--- src/rtl/chirp_seq_pkg.sv ---
package chirp_seq_pkg;

  typedef enum logic [1:0] {
    CK_UP   = 2'd0,
    CK_DOWN = 2'd1,
    CK_DATA = 2'd2
  } chirp_kind_e;

  typedef enum logic [2:0] {
    ST_IDLE     = 3'd0,
    ST_PREAMBLE = 3'd1,
    ST_SYNC     = 3'd2,
    ST_DOWN     = 3'd3,
    ST_HEADER   = 3'd4,
    ST_PAYLOAD  = 3'd5,
    ST_DONE     = 3'd6
  } seq_state_e;

  localparam int          QLEN_W       = 3;
  localparam logic [2:0]  QLEN_FULL    = 3'd4;
  localparam logic [2:0]  QLEN_QUARTER = 3'd1;
  localparam logic [3:0]  SF_LOW       = 4'd6;
  localparam logic [3:0]  SF_HIGH      = 4'd12;

endpackage

--- src/rtl/chirp_seq_cfg.sv ---
module chirp_seq_cfg
  import chirp_seq_pkg::*;
#(
  parameter int SYM_W = 12,
  parameter int PRE_W = 16,
  parameter int LEN_W = 8
) (
  input  logic             clk_i,
  input  logic             rst_ni,
  input  logic             capture_i,
  input  logic [3:0]       sf_i,
  input  logic [PRE_W-1:0] pre_len_i,
  input  logic [SYM_W-1:0] sync0_i,
  input  logic [SYM_W-1:0] sync1_i,
  input  logic             explicit_i,
  input  logic [LEN_W-1:0] pay_len_i,
  output logic [SYM_W-1:0] mask_o,
  output logic [SYM_W-1:0] sync0_o,
  output logic [SYM_W-1:0] sync1_o,
  output logic [PRE_W-1:0] pre_len_o,
  output logic             explicit_o,
  output logic [LEN_W-1:0] pay_len_o
);

  logic [3:0]       sf_clamped;
  logic [SYM_W-1:0] mask_d;
  logic [SYM_W-1:0] mask_q;
  logic [SYM_W-1:0] sync0_q, sync1_q;
  logic [PRE_W-1:0] pre_len_q;
  logic             explicit_q;
  logic [LEN_W-1:0] pay_len_q;

  // Clamp the spreading factor into its legal range.
  always_comb begin
    if (sf_i < SF_LOW) begin
      sf_clamped = SF_LOW;
    end else if (sf_i > SF_HIGH) begin
      sf_clamped = SF_HIGH;
    end else begin
      sf_clamped = sf_i;
    end
  end

  // Width mask: one bit per symbol bit below the spreading factor.
  always_comb begin
    for (int i = 0; i < SYM_W; i++) begin
      mask_d[i] = (i < int'(sf_clamped));
    end
  end

  always_ff @(posedge clk_i or negedge rst_ni) begin
    if (!rst_ni) begin
      mask_q     <= '0;
      sync0_q    <= '0;
      sync1_q    <= '0;
      pre_len_q  <= '0;
      explicit_q <= 1'b0;
      pay_len_q  <= '0;
    end else if (capture_i) begin
      mask_q     <= mask_d;
      sync0_q    <= sync0_i & mask_d;
      sync1_q    <= sync1_i & mask_d;
      pre_len_q  <= pre_len_i;
      explicit_q <= explicit_i;
      pay_len_q  <= pay_len_i;
    end
  end

  assign mask_o     = mask_q;
  assign sync0_o    = sync0_q;
  assign sync1_o    = sync1_q;
  assign pre_len_o  = pre_len_q;
  assign explicit_o = explicit_q;
  assign pay_len_o  = pay_len_q;

endmodule

--- src/rtl/chirp_seq_ctrl.sv ---
module chirp_seq_ctrl
  import chirp_seq_pkg::*;
#(
  parameter int SYM_W    = 12,
  parameter int PRE_W    = 16,
  parameter int LEN_W    = 8,
  parameter int HDR_SYMS = 8
) (
  input  logic              clk_i,
  input  logic              rst_ni,
  input  logic              start_i,
  input  logic              room_i,
  input  logic [PRE_W-1:0]  pre_len_i,
  input  logic [SYM_W-1:0]  sync0_i,
  input  logic [SYM_W-1:0]  sync1_i,
  input  logic              explicit_i,
  input  logic [LEN_W-1:0]  pay_len_i,
  input  logic [SYM_W-1:0]  mask_i,
  input  logic              src_valid_i,
  input  logic [SYM_W-1:0]  src_data_i,
  output logic              src_ready_o,
  output logic              load_o,
  output chirp_kind_e       kind_o,
  output logic [SYM_W-1:0]  value_o,
  output logic [QLEN_W-1:0] qlen_o,
  output logic              idle_o,
  output logic              done_o
);

  localparam int CNT_RAW = (PRE_W > LEN_W) ? PRE_W : LEN_W;
  localparam int CNT_W   = (CNT_RAW > 4) ? CNT_RAW : 4;

  seq_state_e       state_q, state_d;
  logic [CNT_W-1:0] cnt_q, cnt_d, cnt_inc;
  logic             cnt_en;
  logic             done_q, done_d;
  logic             pay_empty;
  logic             src_fire;

  assign cnt_inc   = cnt_q + CNT_W'(1);
  assign pay_empty = (pay_len_i == '0);
  assign src_fire  = room_i && src_valid_i;

  // Next-state and step generation.
  always_comb begin
    state_d     = state_q;
    cnt_d       = cnt_q;
    done_d      = 1'b0;
    load_o      = 1'b0;
    kind_o      = CK_UP;
    value_o     = '0;
    qlen_o      = QLEN_FULL;
    src_ready_o = 1'b0;
    unique case (state_q)
      ST_IDLE: begin
        if (start_i) begin
          state_d = ST_PREAMBLE;
          cnt_d   = '0;
        end
      end
      ST_PREAMBLE: begin
        if (pre_len_i == '0) begin
          state_d = ST_SYNC;
          cnt_d   = '0;
        end else if (room_i) begin
          load_o = 1'b1;
          kind_o = CK_UP;
          if (cnt_inc == CNT_W'(pre_len_i)) begin
            state_d = ST_SYNC;
            cnt_d   = '0;
          end else begin
            cnt_d = cnt_inc;
          end
        end
      end
      ST_SYNC: begin
        if (room_i) begin
          load_o  = 1'b1;
          kind_o  = CK_DATA;
          value_o = cnt_q[0] ? sync1_i : sync0_i;
          if (cnt_q[0]) begin
            state_d = ST_DOWN;
            cnt_d   = '0;
          end else begin
            cnt_d = cnt_inc;
          end
        end
      end
      ST_DOWN: begin
        if (room_i) begin
          load_o = 1'b1;
          kind_o = CK_DOWN;
          if (cnt_q == CNT_W'(2)) begin
            qlen_o = QLEN_QUARTER;
            cnt_d  = '0;
            if (explicit_i) begin
              state_d = ST_HEADER;
            end else if (pay_empty) begin
              state_d = ST_DONE;
            end else begin
              state_d = ST_PAYLOAD;
            end
          end else begin
            cnt_d = cnt_inc;
          end
        end
      end
      ST_HEADER: begin
        src_ready_o = room_i;
        if (src_fire) begin
          load_o  = 1'b1;
          kind_o  = CK_DATA;
          value_o = src_data_i & mask_i;
          if (cnt_inc == CNT_W'(HDR_SYMS)) begin
            cnt_d   = '0;
            state_d = pay_empty ? ST_DONE : ST_PAYLOAD;
          end else begin
            cnt_d = cnt_inc;
          end
        end
      end
      ST_PAYLOAD: begin
        src_ready_o = room_i;
        if (src_fire) begin
          load_o  = 1'b1;
          kind_o  = CK_DATA;
          value_o = src_data_i & mask_i;
          if (cnt_inc == CNT_W'(pay_len_i)) begin
            cnt_d   = '0;
            state_d = ST_DONE;
          end else begin
            cnt_d = cnt_inc;
          end
        end
      end
      ST_DONE: begin
        // The last step is in the output slot; finish once it leaves.
        if (room_i) begin
          state_d = ST_IDLE;
          done_d  = 1'b1;
        end
      end
      default: begin
        state_d = ST_IDLE;
        cnt_d   = '0;
      end
    endcase
  end

  assign cnt_en = (cnt_d != cnt_q);

  always_ff @(posedge clk_i or negedge rst_ni) begin
    if (!rst_ni) begin
      state_q <= ST_IDLE;
      done_q  <= 1'b0;
    end else begin
      state_q <= state_d;
      done_q  <= done_d;
    end
  end

  always_ff @(posedge clk_i or negedge rst_ni) begin
    if (!rst_ni) begin
      cnt_q <= '0;
    end else if (cnt_en) begin
      cnt_q <= cnt_d;
    end
  end

  assign idle_o = (state_q == ST_IDLE);
  assign done_o = done_q;

  AST_DONE_ONE_CYCLE: assert property (@(posedge clk_i) disable iff (!rst_ni)
    done_q |=> !done_q);

  AST_DONE_IN_IDLE: assert property (@(posedge clk_i) disable iff (!rst_ni)
    done_q |-> (state_q == ST_IDLE));

  AST_NO_RESTART: assert property (@(posedge clk_i) disable iff (!rst_ni)
    (state_q != ST_IDLE && state_q != ST_PREAMBLE) |=> (state_q != ST_PREAMBLE));

  AST_HEADER_BOUND: assert property (@(posedge clk_i) disable iff (!rst_ni)
    (state_q == ST_HEADER) |-> (cnt_q < CNT_W'(HDR_SYMS)));

endmodule

--- src/rtl/chirp_seq_outreg.sv ---
module chirp_seq_outreg
  import chirp_seq_pkg::*;
#(
  parameter int SYM_W = 12
) (
  input  logic              clk_i,
  input  logic              rst_ni,
  input  logic              load_i,
  input  chirp_kind_e       kind_i,
  input  logic [SYM_W-1:0]  value_i,
  input  logic [QLEN_W-1:0] qlen_i,
  input  logic              ready_i,
  output logic              valid_o,
  output chirp_kind_e       kind_o,
  output logic [SYM_W-1:0]  value_o,
  output logic [QLEN_W-1:0] qlen_o,
  output logic              room_o
);

  logic              valid_q, valid_d;
  chirp_kind_e       kind_q;
  logic [SYM_W-1:0]  value_q;
  logic [QLEN_W-1:0] qlen_q;

  assign room_o = !valid_q || ready_i;

  always_comb begin
    if (load_i) begin
      valid_d = 1'b1;
    end else if (ready_i) begin
      valid_d = 1'b0;
    end else begin
      valid_d = valid_q;
    end
  end

  always_ff @(posedge clk_i or negedge rst_ni) begin
    if (!rst_ni) begin
      valid_q <= 1'b0;
    end else begin
      valid_q <= valid_d;
    end
  end

  always_ff @(posedge clk_i or negedge rst_ni) begin
    if (!rst_ni) begin
      kind_q  <= CK_UP;
      value_q <= '0;
      qlen_q  <= '0;
    end else if (load_i) begin
      kind_q  <= kind_i;
      value_q <= value_i;
      qlen_q  <= qlen_i;
    end
  end

  assign valid_o = valid_q;
  assign kind_o  = kind_q;
  assign value_o = value_q;
  assign qlen_o  = qlen_q;

  AST_HOLD_STALLED: assert property (@(posedge clk_i) disable iff (!rst_ni)
    (valid_q && !ready_i) |=> (valid_q && $stable(kind_q) && $stable(value_q) && $stable(qlen_q)));

  AST_NO_OVERWRITE: assert property (@(posedge clk_i) disable iff (!rst_ni)
    load_i |-> (!valid_q || ready_i));

  AST_SHORT_ONLY_DOWN: assert property (@(posedge clk_i) disable iff (!rst_ni)
    (valid_q && qlen_q != QLEN_FULL) |-> (kind_q == CK_DOWN && qlen_q == QLEN_QUARTER));

  AST_PLAIN_ZERO: assert property (@(posedge clk_i) disable iff (!rst_ni)
    (valid_q && kind_q != CK_DATA) |-> (value_q == '0));

endmodule

--- src/rtl/chirp_frame_seq.sv ---
module chirp_frame_seq
  import chirp_seq_pkg::*;
#(
  parameter int SYM_W    = 12,
  parameter int PRE_W    = 16,
  parameter int LEN_W    = 8,
  parameter int HDR_SYMS = 8
) (
  input  logic             clk_i,
  input  logic             rst_ni,
  input  logic             start_i,
  input  logic [3:0]       cfg_sf_i,
  input  logic [PRE_W-1:0] cfg_pre_len_i,
  input  logic [SYM_W-1:0] cfg_sync0_i,
  input  logic [SYM_W-1:0] cfg_sync1_i,
  input  logic             cfg_explicit_i,
  input  logic [LEN_W-1:0] cfg_pay_len_i,
  output logic             busy_o,
  output logic             done_o,
  input  logic             src_valid_i,
  output logic             src_ready_o,
  input  logic [SYM_W-1:0] src_data_i,
  output logic             out_valid_o,
  input  logic             out_ready_i,
  output logic [1:0]       out_kind_o,
  output logic [SYM_W-1:0] out_value_o,
  output logic [2:0]       out_qlen_o
);

  logic              idle;
  logic              capture;
  logic [SYM_W-1:0]  mask;
  logic [SYM_W-1:0]  sync0, sync1;
  logic [PRE_W-1:0]  pre_len;
  logic              explicit_hdr;
  logic [LEN_W-1:0]  pay_len;
  logic              room;
  logic              step_load;
  chirp_kind_e       step_kind;
  logic [SYM_W-1:0]  step_value;
  logic [QLEN_W-1:0] step_qlen;
  chirp_kind_e       out_kind;

  assign capture = start_i && idle;

  chirp_seq_cfg #(
    .SYM_W (SYM_W),
    .PRE_W (PRE_W),
    .LEN_W (LEN_W)
  ) cfg_i (
    .clk_i      (clk_i),
    .rst_ni     (rst_ni),
    .capture_i  (capture),
    .sf_i       (cfg_sf_i),
    .pre_len_i  (cfg_pre_len_i),
    .sync0_i    (cfg_sync0_i),
    .sync1_i    (cfg_sync1_i),
    .explicit_i (cfg_explicit_i),
    .pay_len_i  (cfg_pay_len_i),
    .mask_o     (mask),
    .sync0_o    (sync0),
    .sync1_o    (sync1),
    .pre_len_o  (pre_len),
    .explicit_o (explicit_hdr),
    .pay_len_o  (pay_len)
  );

  chirp_seq_ctrl #(
    .SYM_W    (SYM_W),
    .PRE_W    (PRE_W),
    .LEN_W    (LEN_W),
    .HDR_SYMS (HDR_SYMS)
  ) ctrl_i (
    .clk_i       (clk_i),
    .rst_ni      (rst_ni),
    .start_i     (start_i),
    .room_i      (room),
    .pre_len_i   (pre_len),
    .sync0_i     (sync0),
    .sync1_i     (sync1),
    .explicit_i  (explicit_hdr),
    .pay_len_i   (pay_len),
    .mask_i      (mask),
    .src_valid_i (src_valid_i),
    .src_data_i  (src_data_i),
    .src_ready_o (src_ready_o),
    .load_o      (step_load),
    .kind_o      (step_kind),
    .value_o     (step_value),
    .qlen_o      (step_qlen),
    .idle_o      (idle),
    .done_o      (done_o)
  );

  chirp_seq_outreg #(
    .SYM_W (SYM_W)
  ) out_i (
    .clk_i   (clk_i),
    .rst_ni  (rst_ni),
    .load_i  (step_load),
    .kind_i  (step_kind),
    .value_i (step_value),
    .qlen_i  (step_qlen),
    .ready_i (out_ready_i),
    .valid_o (out_valid_o),
    .kind_o  (out_kind),
    .value_o (out_value_o),
    .qlen_o  (out_qlen_o),
    .room_o  (room)
  );

  assign out_kind_o = out_kind;
  assign busy_o     = !idle;

  AST_VALUE_WIDTH: assert property (@(posedge clk_i) disable iff (!rst_ni)
    out_valid_o |-> ((out_value_o & ~mask) == '0));

  AST_PULL_WITH_ROOM: assert property (@(posedge clk_i) disable iff (!rst_ni)
    src_ready_o |-> (!out_valid_o || out_ready_i));

endmodule

--- config.mk ---
export PLATFORM = sky130hd
export DESIGN_NAME = chirp_frame_seq
export DESIGN_NICKNAME = d
export VERILOG_FILES = /design/src/rtl/chirp_seq_pkg.sv /design/src/rtl/chirp_seq_cfg.sv /design/src/rtl/chirp_seq_ctrl.sv /design/src/rtl/chirp_seq_outreg.sv /design/src/rtl/chirp_frame_seq.sv
export SDC_FILE = /design/constraint.sdc
export NUM_CORES = 1
export LEC_CHECK = 0
export ABC_AREA = 0
export BUFFER_PORTS_ARGS = -buffer_cell sky130_fd_sc_hd__buf_2
export CORE_AREA = 2 2 101 103
export DETAILED_ROUTE_END_ITERATION = 12
export DIE_AREA = 0 0 103 105
export PLACE_DENSITY = 0.83
export SLEW_MARGIN = 0
export SYNTH_ARGS = -nofsm -noshare
export SYNTH_HDL_FRONTEND = slang
export SYNTH_SLANG_ARGS = --single-unit
--- constraint.sdc ---
create_clock -name clk_i -period 6.5 [get_ports clk_i]
set_input_delay 0.65 -clock clk_i [delete_from_list [all_inputs] [get_ports clk_i]]
set_output_delay 0.65 -clock clk_i [all_outputs]
set_load 0.03 [all_outputs]
Yosys cells after proc, flatten, opt, wreduce, memory -nomap -nowiden
Index checks and enable logic that the tools add are counted.
{"block": "word_totals", "ff_bits": 99}
{"block": "classes", "bitwise": 3, "add_sub_neg": 1, "mux": 50, "eq_ne": 23, "reduce_logical": 12, "n_lt_le_gt_ge": 14}
{"operator": "$mux W16", "count": 12}
{"operator": "$pmux W16 S7", "count": 1}
{"operator": "$mux W3", "count": 17}
{"operator": "$and A12 B12 Y12", "count": 3}
{"operator": "$mux W12", "count": 3}
{"operator": "$pmux W12 S2", "count": 1}
{"operator": "$pmux W3 S7", "count": 1}
{"operator": "$ne A2 B1 Y1 const B", "count": 9}
{"operator": "$add A16 B1 Y16 const B", "count": 1}
{"operator": "$eq A16 B16 Y1", "count": 1}
{"operator": "$eq A16 B2 Y1 const B", "count": 1}
{"operator": "$eq A16 B4 Y1 const B", "count": 1}
{"operator": "$eq A16 B8 Y1", "count": 1}
{"operator": "$logic_not A16 Y1", "count": 1}
{"operator": "$lt A3 B4 Y1 const A", "count": 4}
{"operator": "$lt A4 B4 Y1 const A", "count": 4}
{"operator": "$ne A16 B16 Y1", "count": 1}
{"operator": "$reduce_and A12 Y1", "count": 1}
{"operator": "$eq A3 B3 Y1 const B", "count": 3}
{"operator": "$logic_not A8 Y1", "count": 1}
{"operator": "$lt A1 B4 Y1 const A", "count": 2}
{"operator": "$lt A2 B4 Y1 const A", "count": 2}
{"operator": "$mux W1", "count": 8}
{"operator": "$mux W4", "count": 2}
{"operator": "other kinds (15)", "count": 22}

Logic depth before layout (Yosys ltp)
Gate-level depths: netlist (run 1).
{"block": "depth", "ltp_word": 7, "ltp_mapped": 14, "depth_no_buf": 9}

Hierarchy
Synthesis (run 1) repeated with hierarchy kept, for this count alone.
{"block": "hier_totals", "cells_unflattened": 608, "area_unflattened_um2": 6113.4}
{"mod": "chirp_seq_ctrl", "area_each_um2": 2904.0, "seq_area_each_um2": 500.5, "cells_per_inst": 401, "n_inst": 1}
{"mod": "chirp_seq_cfg", "area_each_um2": 2479.9, "seq_area_each_um2": 1526.5, "cells_per_inst": 166, "n_inst": 1}
{"mod": "chirp_seq_outreg", "area_each_um2": 719.4, "seq_area_each_um2": 450.4, "cells_per_inst": 39, "n_inst": 1}
{"mod": "chirp_frame_seq", "area_each_um2": 10.0, "seq_area_each_um2": 0.0, "cells_per_inst": 2, "n_inst": 1}

Least setup slack after synthesis (run 1)
OpenSTA, ideal clock, no wires.
{"block": "synth_path", "path_type": "register to register", "from": "register ctrl_i.cnt_q[1]", "to": "register ctrl_i.state_q[0]", "stages_incl_launch_ff": 13, "t_arrival_ns": 2.890, "setup_slack_ns": 3.468, "path_buffers": 3, "period_less_slack_ns": 3.032, "required_ns": 6.358, "path_cell_list": "dfrtp_1 ha_1 buf_2 nand3_2 nor3_1 or4_1 a22o_1 nor4_2 a21oi_1 buf_2 buf_2 o31ai_1 o221ai_1"}
{"block": "synth_via", "elab_chain_cells": 4, "word_cells_on_any_way": 10, "classes_between": "add/sub: 1; eq/ne: 8; reduce/logical: 1"}
{"element": "from (decl)", "line_no": "chirp_seq_ctrl.sv:34", "source": "logic [CNT_W-1:0] cnt_q, cnt_d, cnt_inc;"}
{"element": "from (signal assigned)", "line_no": "chirp_seq_ctrl.sv:166", "source": "cnt_q <= cnt_d;"}
{"element": "$add A16 B1 Y16", "line_no": "chirp_seq_ctrl.sv:40", "source": "assign cnt_inc = cnt_q + CNT_W'(1);"}
{"element": "$eq A16 B16 Y1 (tied with other cells)", "line_no": "chirp_seq_ctrl.sv:68", "source": "if (cnt_inc == CNT_W'(pre_len_i)) begin"}
{"element": "$ne A3 B1 Y1 (no line) or $ne A2 B1 Y1 (tied branches)"}
{"element": "$reduce_and A12 Y1 (no line) *"}
{"element": "to (signal assigned)", "line_no": "chirp_seq_ctrl.sv:157", "source": "state_q <= state_d;"}
{"element": "to (decl)", "line_no": "chirp_seq_ctrl.sv:33", "source": "seq_state_e state_q, state_d;"}
Every way passes the cells marked *; elsewhere a longest branch is shown, timed or not.
A chain may end at the register's enable or synchronous reset.

Worst setup path after layout (run 1)
{"block": "layout_path", "from": "register ctrl_i.cnt_q[0]", "to": "register ctrl_i.cnt_q[10]"}
{"block": "layout_via", "elab_chain_cells": 7, "word_cells_on_any_way": 19, "classes_between": "add/sub: 1; eq/ne: 5; mux: 13"}
{"element": "$add A16 B1 Y16", "line_no": "chirp_seq_ctrl.sv:40"}
{"element": "$eq A16 B16 Y1", "line_no": "chirp_seq_ctrl.sv:68"}
{"element": "$mux W16", "line_no": "chirp_seq_ctrl.sv:68"}
{"element": "$mux W16", "line_no": "chirp_seq_ctrl.sv:65", "source": "end else if (room_i) begin"}
{"element": "$mux W16", "line_no": "chirp_seq_ctrl.sv:62", "source": "if (pre_len_i == '0) begin"}
{"element": "$pmux W16 S7", "line_no": "chirp_seq_ctrl.sv:54", "source": "unique case (state_q)"}
{"element": "$ne A16 B16 Y1", "line_no": "chirp_seq_ctrl.sv:150", "source": "assign cnt_en = (cnt_d != cnt_q);"}
Several ways; a longest one is shown, not always the timed one.

==> results of run 1 <==
-- power breakdown --
part | internal (mW) | total, mW | switching (mW)
clock | 0.224 | 0.461 | 0.236
sequential | 0.837 | 1.09 | 0.250
combinational | 0.526 | 1.25 | 0.725
total | 1.59 | 2.80 | 1.21
-- logic make-up after synthesis --
group	Yosys count
compound gates	132
xor+xnor	35
other cells	1
mux	54
fa+ha+maj	4
buf+inv	56
simple gates	219
flops	98
-- layout make-up --
type,instances,share of cell area [%]
clock inverter,7,1.67
timing repair buffer,95,7.65
clock buffer,9,1.92
inverter,11,0.641
sequential,98,38.1
multi-input combinational,445,47.5
tap,133,2.58
-- flip-flops by register name, summed over array words and instances, names as in the netlist, 2 cells and up --
name,count
cfg_i.mask_o,12
cfg_i.pay_len_o,8
cfg_i.pre_len_o,16
cfg_i.sync0_o,12
cfg_i.sync1_o,12
ctrl_i.cnt_q,16
ctrl_i.state_q,3
out_i.kind_o,2
out_i.qlen_o,2
out_i.value_o,12
-- per-stage QoR --
stage	total power, mW	std cells	hold slack [ps]	area, um^2	setup WS [ps]
floorplan	1.97	599	354	5750	3470
global placement	2.29	782	448	6210	2400
detailed placement	2.32	782	452	6210	2340
CTS	2.79	798	111	6440	2300
global route	2.96	798	112	6440	2010
finish	2.80	798	118	6440	2210
-- per-layer routing --
layer | global-route usage (%) | up-vias
met2 | 46.7 | 257
met1 | 39.5 | 2475
met5 | 0 | -
li1 | - | 2288
met3 | 7.49 | 52
met4 | 10.3 | 0
-- how the worst min path moves through the flow --
stage / end / cells past startpoint / from / slack [ps]
5_1_grt: ctrl_i.cnt_q[8]$_DFFE_PN0P_ / 1 / rst_ni / 110
3_5_place_dp: cfg_i.mask_o[3]$_DFFE_PN0P_ / 1 / cfg_i.mask_o[3]$_DFFE_PN0P_ / 450
4_1_cts: ctrl_i.cnt_q[8]$_DFFE_PN0P_ / 1 / rst_ni / 110
2_1_floorplan: cfg_i.explicit_o$_DFFE_PN0P_ / 0 / rst_ni / 350
3_3_place_gp: cfg_i.mask_o[0]$_DFFE_PN0P_ / 1 / cfg_i.mask_o[0]$_DFFE_PN0P_ / 450
6_report: ctrl_i.cnt_q[8]$_DFFE_PN0P_ / 1 / rst_ni / 120
-- layout by cell type, fill, tap and decap left out, types with 3 or more instances in the layout --
cell type and n:
dfrtp_1 98, buf_2 88, nand2_1 73, mux2_2 38, nor2_1 35, nand3_1 26
o21ai_0 23, xnor2_1 18, nor3_1 17, o211ai_1 17, mux2i_1 16, xor2_1 14
a21oi_1 12, inv_1 10, nand2b_1 10, o21ai_1 9, clkbuf_8 9, nand4_1 8
nor2b_1 8, nor4_1 8, a22o_1 8, a21o_1 8, buf_4 7, and2_1 6
o22ai_1 5, nor3b_1 4, or4_1 4, o21a_1 4, a22oi_1 4, o31ai_1 4
ha_1 4, o21bai_1 3, and4_1 3, xnor3_1 3, o221ai_1 3, a21boi_0 3
a31oi_1 3, or3_1 3
-- critical path, stage by stage (launching register included) --
cell	delay [ps]
dfrtp_1	860
nand4_1	500
nor4_2	740
xor2_1	150
or4_4	630
o31ai_4	510
o22ai_1	320
o211a_1	290
o22a_1	190
-- cells in the mapped netlist, types with 3 or more instances --
cell type | n | area [um^2]
a22o_1 | 8 | 70.1
and4_1 | 3 | 26.3
buf_4 | 4 | 30.0
a22oi_1 | 4 | 30.0
or3_1 | 3 | 18.8
buf_2 | 14 | 70.1
nand2b_1 | 10 | 62.6
nor2b_1 | 8 | 50.1
a31oi_1 | 3 | 18.8
nor3_1 | 17 | 85.1
o22ai_1 | 5 | 31.3
xnor3_1 | 3 | 67.6
and2_1 | 6 | 37.5
a21boi_0 | 3 | 22.5
nor3b_1 | 4 | 30.0
nor2_1 | 35 | 131
xor2_1 | 14 | 123
xnor2_1 | 18 | 158
nand4_1 | 8 | 50.1
a21o_1 | 8 | 60.1
ha_1 | 4 | 50.1
o21ai_0 | 23 | 115
mux2i_1 | 16 | 160
o21bai_1 | 3 | 22.5
or4_1 | 4 | 30.0
a21oi_1 | 13 | 65.1
nand2_1 | 74 | 278
dfrtp_1 | 98 | 2450
nor4_1 | 8 | 50.1
o31ai_1 | 4 | 30.0
o221ai_1 | 3 | 26.3
inv_1 | 10 | 37.5
mux2_2 | 38 | 428
o21ai_1 | 9 | 45.0
nand3_1 | 26 | 130
o211ai_1 | 17 | 128
o21a_1 | 4 | 30.0
clkbuf_1 | 22 | 82.6
buf_1 | 5 | 18.8
==> impl_metrics.yaml, run 1 <==
critical_path:
  worstPathArrival_ps: 4570
  rr_worst_depth: 8
  r2r_start: "ctrl_i.cnt_q[0]$_DFFE_PN0P_"
  worstSetupPathType: "reg -> reg"
  crit_start: "ctrl_i.cnt_q[0]$_DFFE_PN0P_"
  reg2reg_to: "ctrl_i.cnt_q[10]$_DFFE_PN0P_"
  required_ps: 6780
  end_kind: "flip-flop"
  start_kind: "flip-flop"
  r2r_setup_slack_ps: 2210
  critPathMaxFanout: 15
  critPathCapture: "ctrl_i.cnt_q[10]$_DFFE_PN0P_"
detailed_routing:
  drt_wl_total_mm: 15.5
  firstDrtPassIters: 7
  num_vias: 5072
  wirelength_met1_mm: 6.25
  highest_layer: "met4"
  routedWlPerCell_um: 19.5
  ant_nets: 0
  drt_iter0_drc: 343
  vias_per_cell: 6.36
  wl_met3_mm: 1.25
  drc: 0
  met2_length_mm: 7.57
synthesis:
  synth_fp_nets: 673
  syn-mean-instance-area_um2: 9.59
  synth_compound_area_share_pct: 16.4
  synth_xor_xnor_area_share_pct: 6.05
  synthCells: 599
  ys_warn_count: 0
  seq_area_frac_synth_pct: 42.7
  synth-adder-area-share_pct: 0.871
  yosys.cell_types.count: 72
  yosys.area_share.simple_pct: 19.5
  async_flop_share_pct: 100
  synth_top_family_by_area: "simple AND/OR/NAND/NOR gates"
  yosys_most_used_dff: "dfrtp_1"
  synth_seq_cells: 98
  muxShareOfSynthArea_pct: 10.2
  synth_edf_count: 0
  syn_area_um2: 5750
clock_tree:
  clockBufferDepth: 2
  cts_tree: "built"
  cts.sinks: 98
  holdBufCountCts: 0
  cts_setup_buffers: 0
  cts_buffers: 9
  clock_latency_ps: 380
  htreeDepth: 3
  clk_pin_slew_ps: 110
  root_buffer: "clkbuf_8"
  postCtsResizedCells: 0
layout:
  fillers: 819
  utilization_pct: 66.8
  drive_gt1_share_pct: 24.4
  diodes: 0
  fin_nets: 734
  multi_input_area_um2: 3060
  ff_latch_area_um2: 2450
  syn2layout_area_growth_pct: 12.1
outcome:
  status: "finished, final reports clean"
die:
  ios: 91
  row_count: 36
  dieWidth_um: 103
  die-area_um2: 10800
  coreArea_um2: 9640
  start_util_pct: 59.6
  dieHeight_um: 105
global_routing:
  grt_usage_pct: 29.6
  antenna_found_initial: 0
  grt_pass1_vias: 4952
  grt_max_degree: 83
  grt_pass1_wl_mm: 24.9
  grt_overflow: 0
run:
  drv_cap: 0
pwr:
  power.density_nw_per_um2: 435
  leakage_nw: 2.91
  ir_worst_vdd_mv: 0.236
placed_design:
  port_buffers: 89
  place_congestion: 1.06
  dp_hpwl_mm: 11.2
sta:
  rsz0062_at_grt: "false"
  setup_tns_ps: 0
  worstMarginPinSlew_ps: 1360
  slew_headroom_pct: 9.33
  setup_viol: 0
  fmax_ghz: 0.233
  hold_viol_final: 0
  fin_skew_ps: 21.9
  report.final.slew_viol_count: 0
  fin_crit_ps: 4290
  finalCritPeriodShare_pct: 66.0
min_path:
  hold_class: "in -> async"
(Power assumes the default switching activity.)
==> inputs of run 2 (changes only) <==
--- a/config.mk
+++ b/config.mk
@@ -7,10 +7,10 @@
 export LEC_CHECK = 0
 export ABC_AREA = 0
 export BUFFER_PORTS_ARGS = -buffer_cell sky130_fd_sc_hd__buf_2
-export CORE_AREA = 2 2 101 103
+export CORE_AREA = 2 2 104 106
 export DETAILED_ROUTE_END_ITERATION = 12
-export DIE_AREA = 0 0 103 105
-export PLACE_DENSITY = 0.83
+export DIE_AREA = 0 0 106 108
+export PLACE_DENSITY = 0.79
 export SLEW_MARGIN = 0
 export SYNTH_ARGS = -nofsm -noshare
 export SYNTH_HDL_FRONTEND = slang
==> constraint.sdc (replaced) <==
create_clock -name clk_i -period 4.2 [get_ports clk_i]
set_input_delay 0.42 -clock clk_i [delete_from_list [all_inputs] [get_ports clk_i]]
set_output_delay 0.42 -clock clk_i [all_outputs]
set_load 0.03 [all_outputs]
==> run 2 against run 1 <==
  * Hold slack improved by 28 ps
  * Register-to-register slack got worse by 1800 ps
  * Design area rose by 0.45%
  * Combinational power rose by 58%
  * Fmax rose by 13%
  * Critical endpoint is now ctrl_i.state_q[1]$_DFFE_PN0P_
  * Critical path depth rose by 2
==> impl_metrics.yaml, run 2 (synthesized netlist as in run 1, its figures left out) <==
placed_design:
  place_inst: 790
  dp_hpwl_mm: 11.1
  place_congestion: 1.01
  port_buffers: 89
  place_area_um2: 6250
  place_ws_ps: 537
critical_path:
  end_kind: "flip-flop"
  worstPathArrival_ps: 4090
  required_ps: 4500
  start_kind: "flip-flop"
  critPathMaxFanout: 30
  worstSetupPathType: "reg -> reg"
  r2r_setup_slack_ps: 410
sta:
  hold_viol_final: 0
  finalCritPeriodShare_pct: 90.3
  worstMarginPinSlew_ps: 1060
  fin_crit_ps: 3790
  setup_viol: 0
  fin_skew_ps: 14.2
  report.final.slew_viol_count: 0
  fmax_ghz: 0.264
  rsz0062_at_grt: "false"
  setup_tns_ps: 0
  slew_headroom_pct: 28.8
  timing.final.ws_setup_ps: 405
clock_tree:
  cts.sinks: 98
  postCtsResizedCells: 0
  clock_latency_ps: 380
  clockBufferDepth: 2
  root_buffer: "clkbuf_8"
  clk_pin_slew_ps: 110
  htreeDepth: 3
  cts_setup_buffers: 0
  holdBufCountCts: 0
  cts_buffers: 9
  cts_tree: "built"
layout:
  mostFrequentLayoutCells: "dfrtp_1 (98), buf_2 (88), nand2_1 (73)"
  diodes: 0
  final_cells: 806
  fin_nets: 739
  fillers: 830
  drive_gt1_share_pct: 24.9
  final_common_cell: "dfrtp_1"
  final_area_um2: 6470
  syn2layout_area_growth_pct: 12.6
run:
  drv_cap: 0
global_routing:
  antenna_found_initial: 0
  grt_overflow: 0
  grt_usage_pct: 28.1
  grt_max_degree: 67
  grt_pass1_wl_mm: 25.2
  grt_pass1_vias: 4984
die:
  die-area_um2: 11400
  ios: 91
  coreArea_um2: 10200
  dieWidth_um: 106
  dieHeight_um: 108
  row_count: 37
  start_util_pct: 56.2
detailed_routing:
  routedWlPerCell_um: 19.1
  ant_nets: 0
  firstDrtPassIters: 5
  num_vias: 5011
  drt_wl_total_mm: 15.4
  vias_per_cell: 6.22
  drt_iter0_drc: 393
  drc: 0
outcome:
  status: "finished, final reports clean"
min_path:
  hold_class: "in -> async"
pwr:
  ir_worst_vdd_mv: 0.396
  leakage_nw: 2.93
  power.density_nw_per_um2: 666
  power.total_mw: 4.31
[run 2: cell types whose count changed in the layout (fill, tap and decap cells not counted)]
cell	previous run	this run
clkinv_4	1	2
clkinvlp_4	1	0
inv_8	2	3
clkbuf_8	9	10
inv_6	1	0
bufinv_16	2	1
buf_4	7	12
[run 2: cell type report]
type	instances	area, um^2	share of cell area, %
well taps	136	170	2.63
multi-input cells	445	3060	47.2
clock buffers	10	138	2.13
flip-flops and latches	98	2450	37.9
clock inverters	6	81.3	1.26
repair buffers	100	531	8.20
inverters	11	41.3	0.638
[run 2: critical path: stages, from the launching register on]
cell	delay [ps]
dfrtp_1	680
ha_1	480
nand3_2	270
nor3_1	430
nand4_1	170
a22o_1	310
nor4_2	370
a21oi_2	100
buf_4	260
or3_1	450
o31ai_2	190
[run 2: power breakdown]
group	internal, mW	switching (mW)
sequential	1.30	0.364
clock	0.306	0.366
combinational	0.827	1.15
total	2.43	1.88
[run 2: final timing paths]
kind,startpoint,endpoint,depth (start not counted)
worst max register to register,ctrl_i.cnt_q[0]$_DFFE_PN0P_,ctrl_i.state_q[1]$_DFFE_PN0P_,10
min in group clk_i,cfg_sync0_i[6],cfg_i.sync0_o[6]$_DFFE_PN0P_,2
worst min-delay path,rst_ni,ctrl_i.cnt_q[5]$_DFFE_PN0P_,1
worst max-delay path,ctrl_i.cnt_q[0]$_DFFE_PN0P_,ctrl_i.state_q[1]$_DFFE_PN0P_,10
max in group asynchronous,rst_ni,out_i.kind_o[0]$_DFFE_PN0P_,2
worst min register to register,cfg_i.mask_o[0]$_DFFE_PN0P_,cfg_i.mask_o[0]$_DFFE_PN0P_,1
[run 2: layer usage]
layer / vias to the layer above / track usage [%] / wire, um
li1: 2291 / - / -
met1: 2440 / 36.5 / 6360
met2: 238 / 45.6 / 7280
met3: 42 / 6.81 / 1390
met4: 0 / 11.4 / 398
met5: - / 0 / 0
[run 2: metrics by stage]
stage / hold WS, ps / utilization (%)
detailed placement: 454 / 61.1
floorplan: 124 / -
global route: 220 / 63.2
CTS: 182 / 63.2
global placement: 448 / 61.1
finish: 146 / 63.2
==> inputs of run 3 (changes only) <==
--- a/config.mk
+++ b/config.mk
@@ -7,10 +7,11 @@
 export LEC_CHECK = 0
 export ABC_AREA = 0
 export BUFFER_PORTS_ARGS = -buffer_cell sky130_fd_sc_hd__buf_2
-export CORE_AREA = 2 2 104 106
+export CORE_AREA = 2 2 142 75
+export CTS_CLUSTER_SIZE = 8
 export DETAILED_ROUTE_END_ITERATION = 12
-export DIE_AREA = 0 0 106 108
-export PLACE_DENSITY = 0.79
+export DIE_AREA = 0 0 144 77
+export PLACE_DENSITY = 0.82
 export SLEW_MARGIN = 0
 export SYNTH_ARGS = -nofsm -noshare
 export SYNTH_HDL_FRONTEND = slang
==> constraint.sdc (replaced) <==
create_clock -name clk_i -period 4.6 [get_ports clk_i]
set_input_delay 0.46 -clock clk_i [delete_from_list [all_inputs] [get_ports clk_i]]
set_output_delay 0.46 -clock clk_i [all_outputs]
set_load 0.03 [all_outputs]
==> run 3 against run 2 <==
  * Sequential share of layout area shrank 0.44 points
  * Fmax shrank 2.1%
  * Register-to-register slack gained 320 ps
  * Clock skew shrank 7.8 ps
  * Core utilization grew 3.2 points
  * Worst setup slack gained 320 ps
  * Combinational power shrank 8%
==> impl_metrics.yaml, run 3 (synthesized netlist as in run 1, its figures left out) <==
critical_path:
  critPathBufInv: 1
  crit_slowest_cell: "dfrtp_1"
  crit_family: "simple AND/OR/NAND/NOR gates"
  crit_chain: "nand4_1 > buf_4 > nor4_2 > xor2_1 > or4_4 > o31ai_4 > o22ai_1 > o211a_1 > o22a_1"
  r2r_setup_slack_ps: 720
  worstPathArrival_ps: 4120
  worstSetupPathType: "reg -> reg"
  critPathMaxFanout: 16
  max_stage_delay_ps: 690
  required_ps: 4840
  start_kind: "flip-flop"
  end_kind: "flip-flop"
sta:
  slew_headroom_pct: 30.2
  timing.final.ws_setup_ps: 724
  hold_viol_final: 0
  fin_crit_ps: 3880
  worstMarginPinSlew_ps: 1040
  setup_tns_ps: 0
  rsz0062_at_grt: "false"
  hold_slack_ps: 171
  setup_viol: 0
  fin_skew_ps: 6.40
  report.final.slew_viol_count: 0
  finalCritPeriodShare_pct: 84.3
  fmax_ghz: 0.258
detailed_routing:
  routedWlPerCell_um: 20.4
  num_vias: 5025
  drc: 0
  vias_per_cell: 6.21
  ant_nets: 0
  drt_wl_total_mm: 16.5
  drt_iter0_drc: 651
  firstDrtPassIters: 6
min_path:
  hold_class: "in -> async"
die:
  coreArea_um2: 9860
  ios: 91
  die-area_um2: 11100
  dieHeight_um: 77
  dieWidth_um: 144
  row_count: 26
  start_util_pct: 58.3
layout:
  drive_gt1_share_pct: 24.8
  mostFrequentLayoutCells: "dfrtp_1 (98), buf_2 (88), nand2_1 (73)"
  diodes: 0
  fin_nets: 738
  syn2layout_area_growth_pct: 13.9
  final_common_cell: "dfrtp_1"
clock_tree:
  clock_latency_ps: 350
  cts_setup_buffers: 0
  root_buffer: "clkbuf_16"
  cts_tree: "built"
  holdBufCountCts: 0
  htreeDepth: 3
  clk_pin_slew_ps: 70
  clockBufferDepth: 2
  cts_buffers: 9
  cts.sinks: 98
  postCtsResizedCells: 0
global_routing:
  grt_pass1_vias: 4682
  grt_overflow: 0
  grt_pass1_wl_mm: 26.4
  antenna_found_initial: 0
  grt_max_degree: 61
  grt_usage_pct: 31.6
placed_design:
  port_buffers: 89
  place_ws_ps: 855
  place_congestion: 0.972
  dp_hpwl_mm: 12.6
run:
  drv_cap: 0
outcome:
  status: "finished, final reports clean"
pwr:
  ir_worst_vdd_mv: 0.334
  leakage_nw: 2.96
  power.total_mw: 4.10
  power.density_nw_per_um2: 626
==> run 3: layout make-up <==
| class | instances | area [um^2] |
|---|---|---|
| Clock buffer | 9 | 225 |
| Sequential cell | 98 | 2450 |
| Inverter | 11 | 41.3 |
| Multi-Input combinational cell | 445 | 3060 |
| Tap cell | 140 | 175 |
| Fill cell | 812 | 3310 |
| Clock inverter | 7 | 72.6 |
| Timing Repair Buffer | 99 | 523 |
==> run 3: per-stage QoR <==
step                      util [%]  cell area, um^2  std cells
after floorplan                  -             5750        599
after global placement        63.4             6250        793
after detailed placement      63.4             6250        793
after CTS                     66.4             6550        809
after global routing          66.4             6550        809
final                         66.4             6550        809
==> run 3: power by group <==
part           switching, mW  internal, mW
sequential             0.333          1.19
combinational           1.08         0.747
clock                  0.364         0.383
==> run 3: worst register-to-register path, delay by kind of cell (launching register included) <==
family	cells	cell delay (ps)
AND/OR/NAND/NOR	3	1450
buffers and inverters	1	190
AO/OA/AOI/OAI	4	1280
flip-flops	1	690
XOR/XNOR	1	140
==> run 3: path summary, 6_finish.rpt <==
kind / endpoint / startpoint / cells past startpoint
max in group asynchronous: cfg_i.mask_o[7]$_DFFE_PN0P_ / rst_ni / 2
worst min register to register: cfg_i.mask_o[2]$_DFFE_PN0P_ / cfg_i.mask_o[2]$_DFFE_PN0P_ / 1
worst min-delay path: cfg_i.pre_len_o[5]$_DFFE_PN0P_ / rst_ni / 1
worst max register to register: ctrl_i.cnt_q[10]$_DFFE_PN0P_ / ctrl_i.cnt_q[3]$_DFFE_PN0P_ / 9
worst max-delay path: ctrl_i.cnt_q[10]$_DFFE_PN0P_ / ctrl_i.cnt_q[3]$_DFFE_PN0P_ / 9
min in group clk_i: cfg_i.sync0_o[10]$_DFFE_PN0P_ / cfg_sync0_i[10] / 2
==> run 3: layer usage <==
layer | GRT usage [%] | share of wire, % | vias up | routed length, um
met5 | 0 | 0 | - | 0
met4 | 5.20 | 0.87 | 0 | 143
met3 | 13.2 | 13 | 19 | 2120
met2 | 38.8 | 38 | 286 | 6260
met1 | 51.2 | 48 | 2418 | 7970
li1 | - | - | 2302 | -
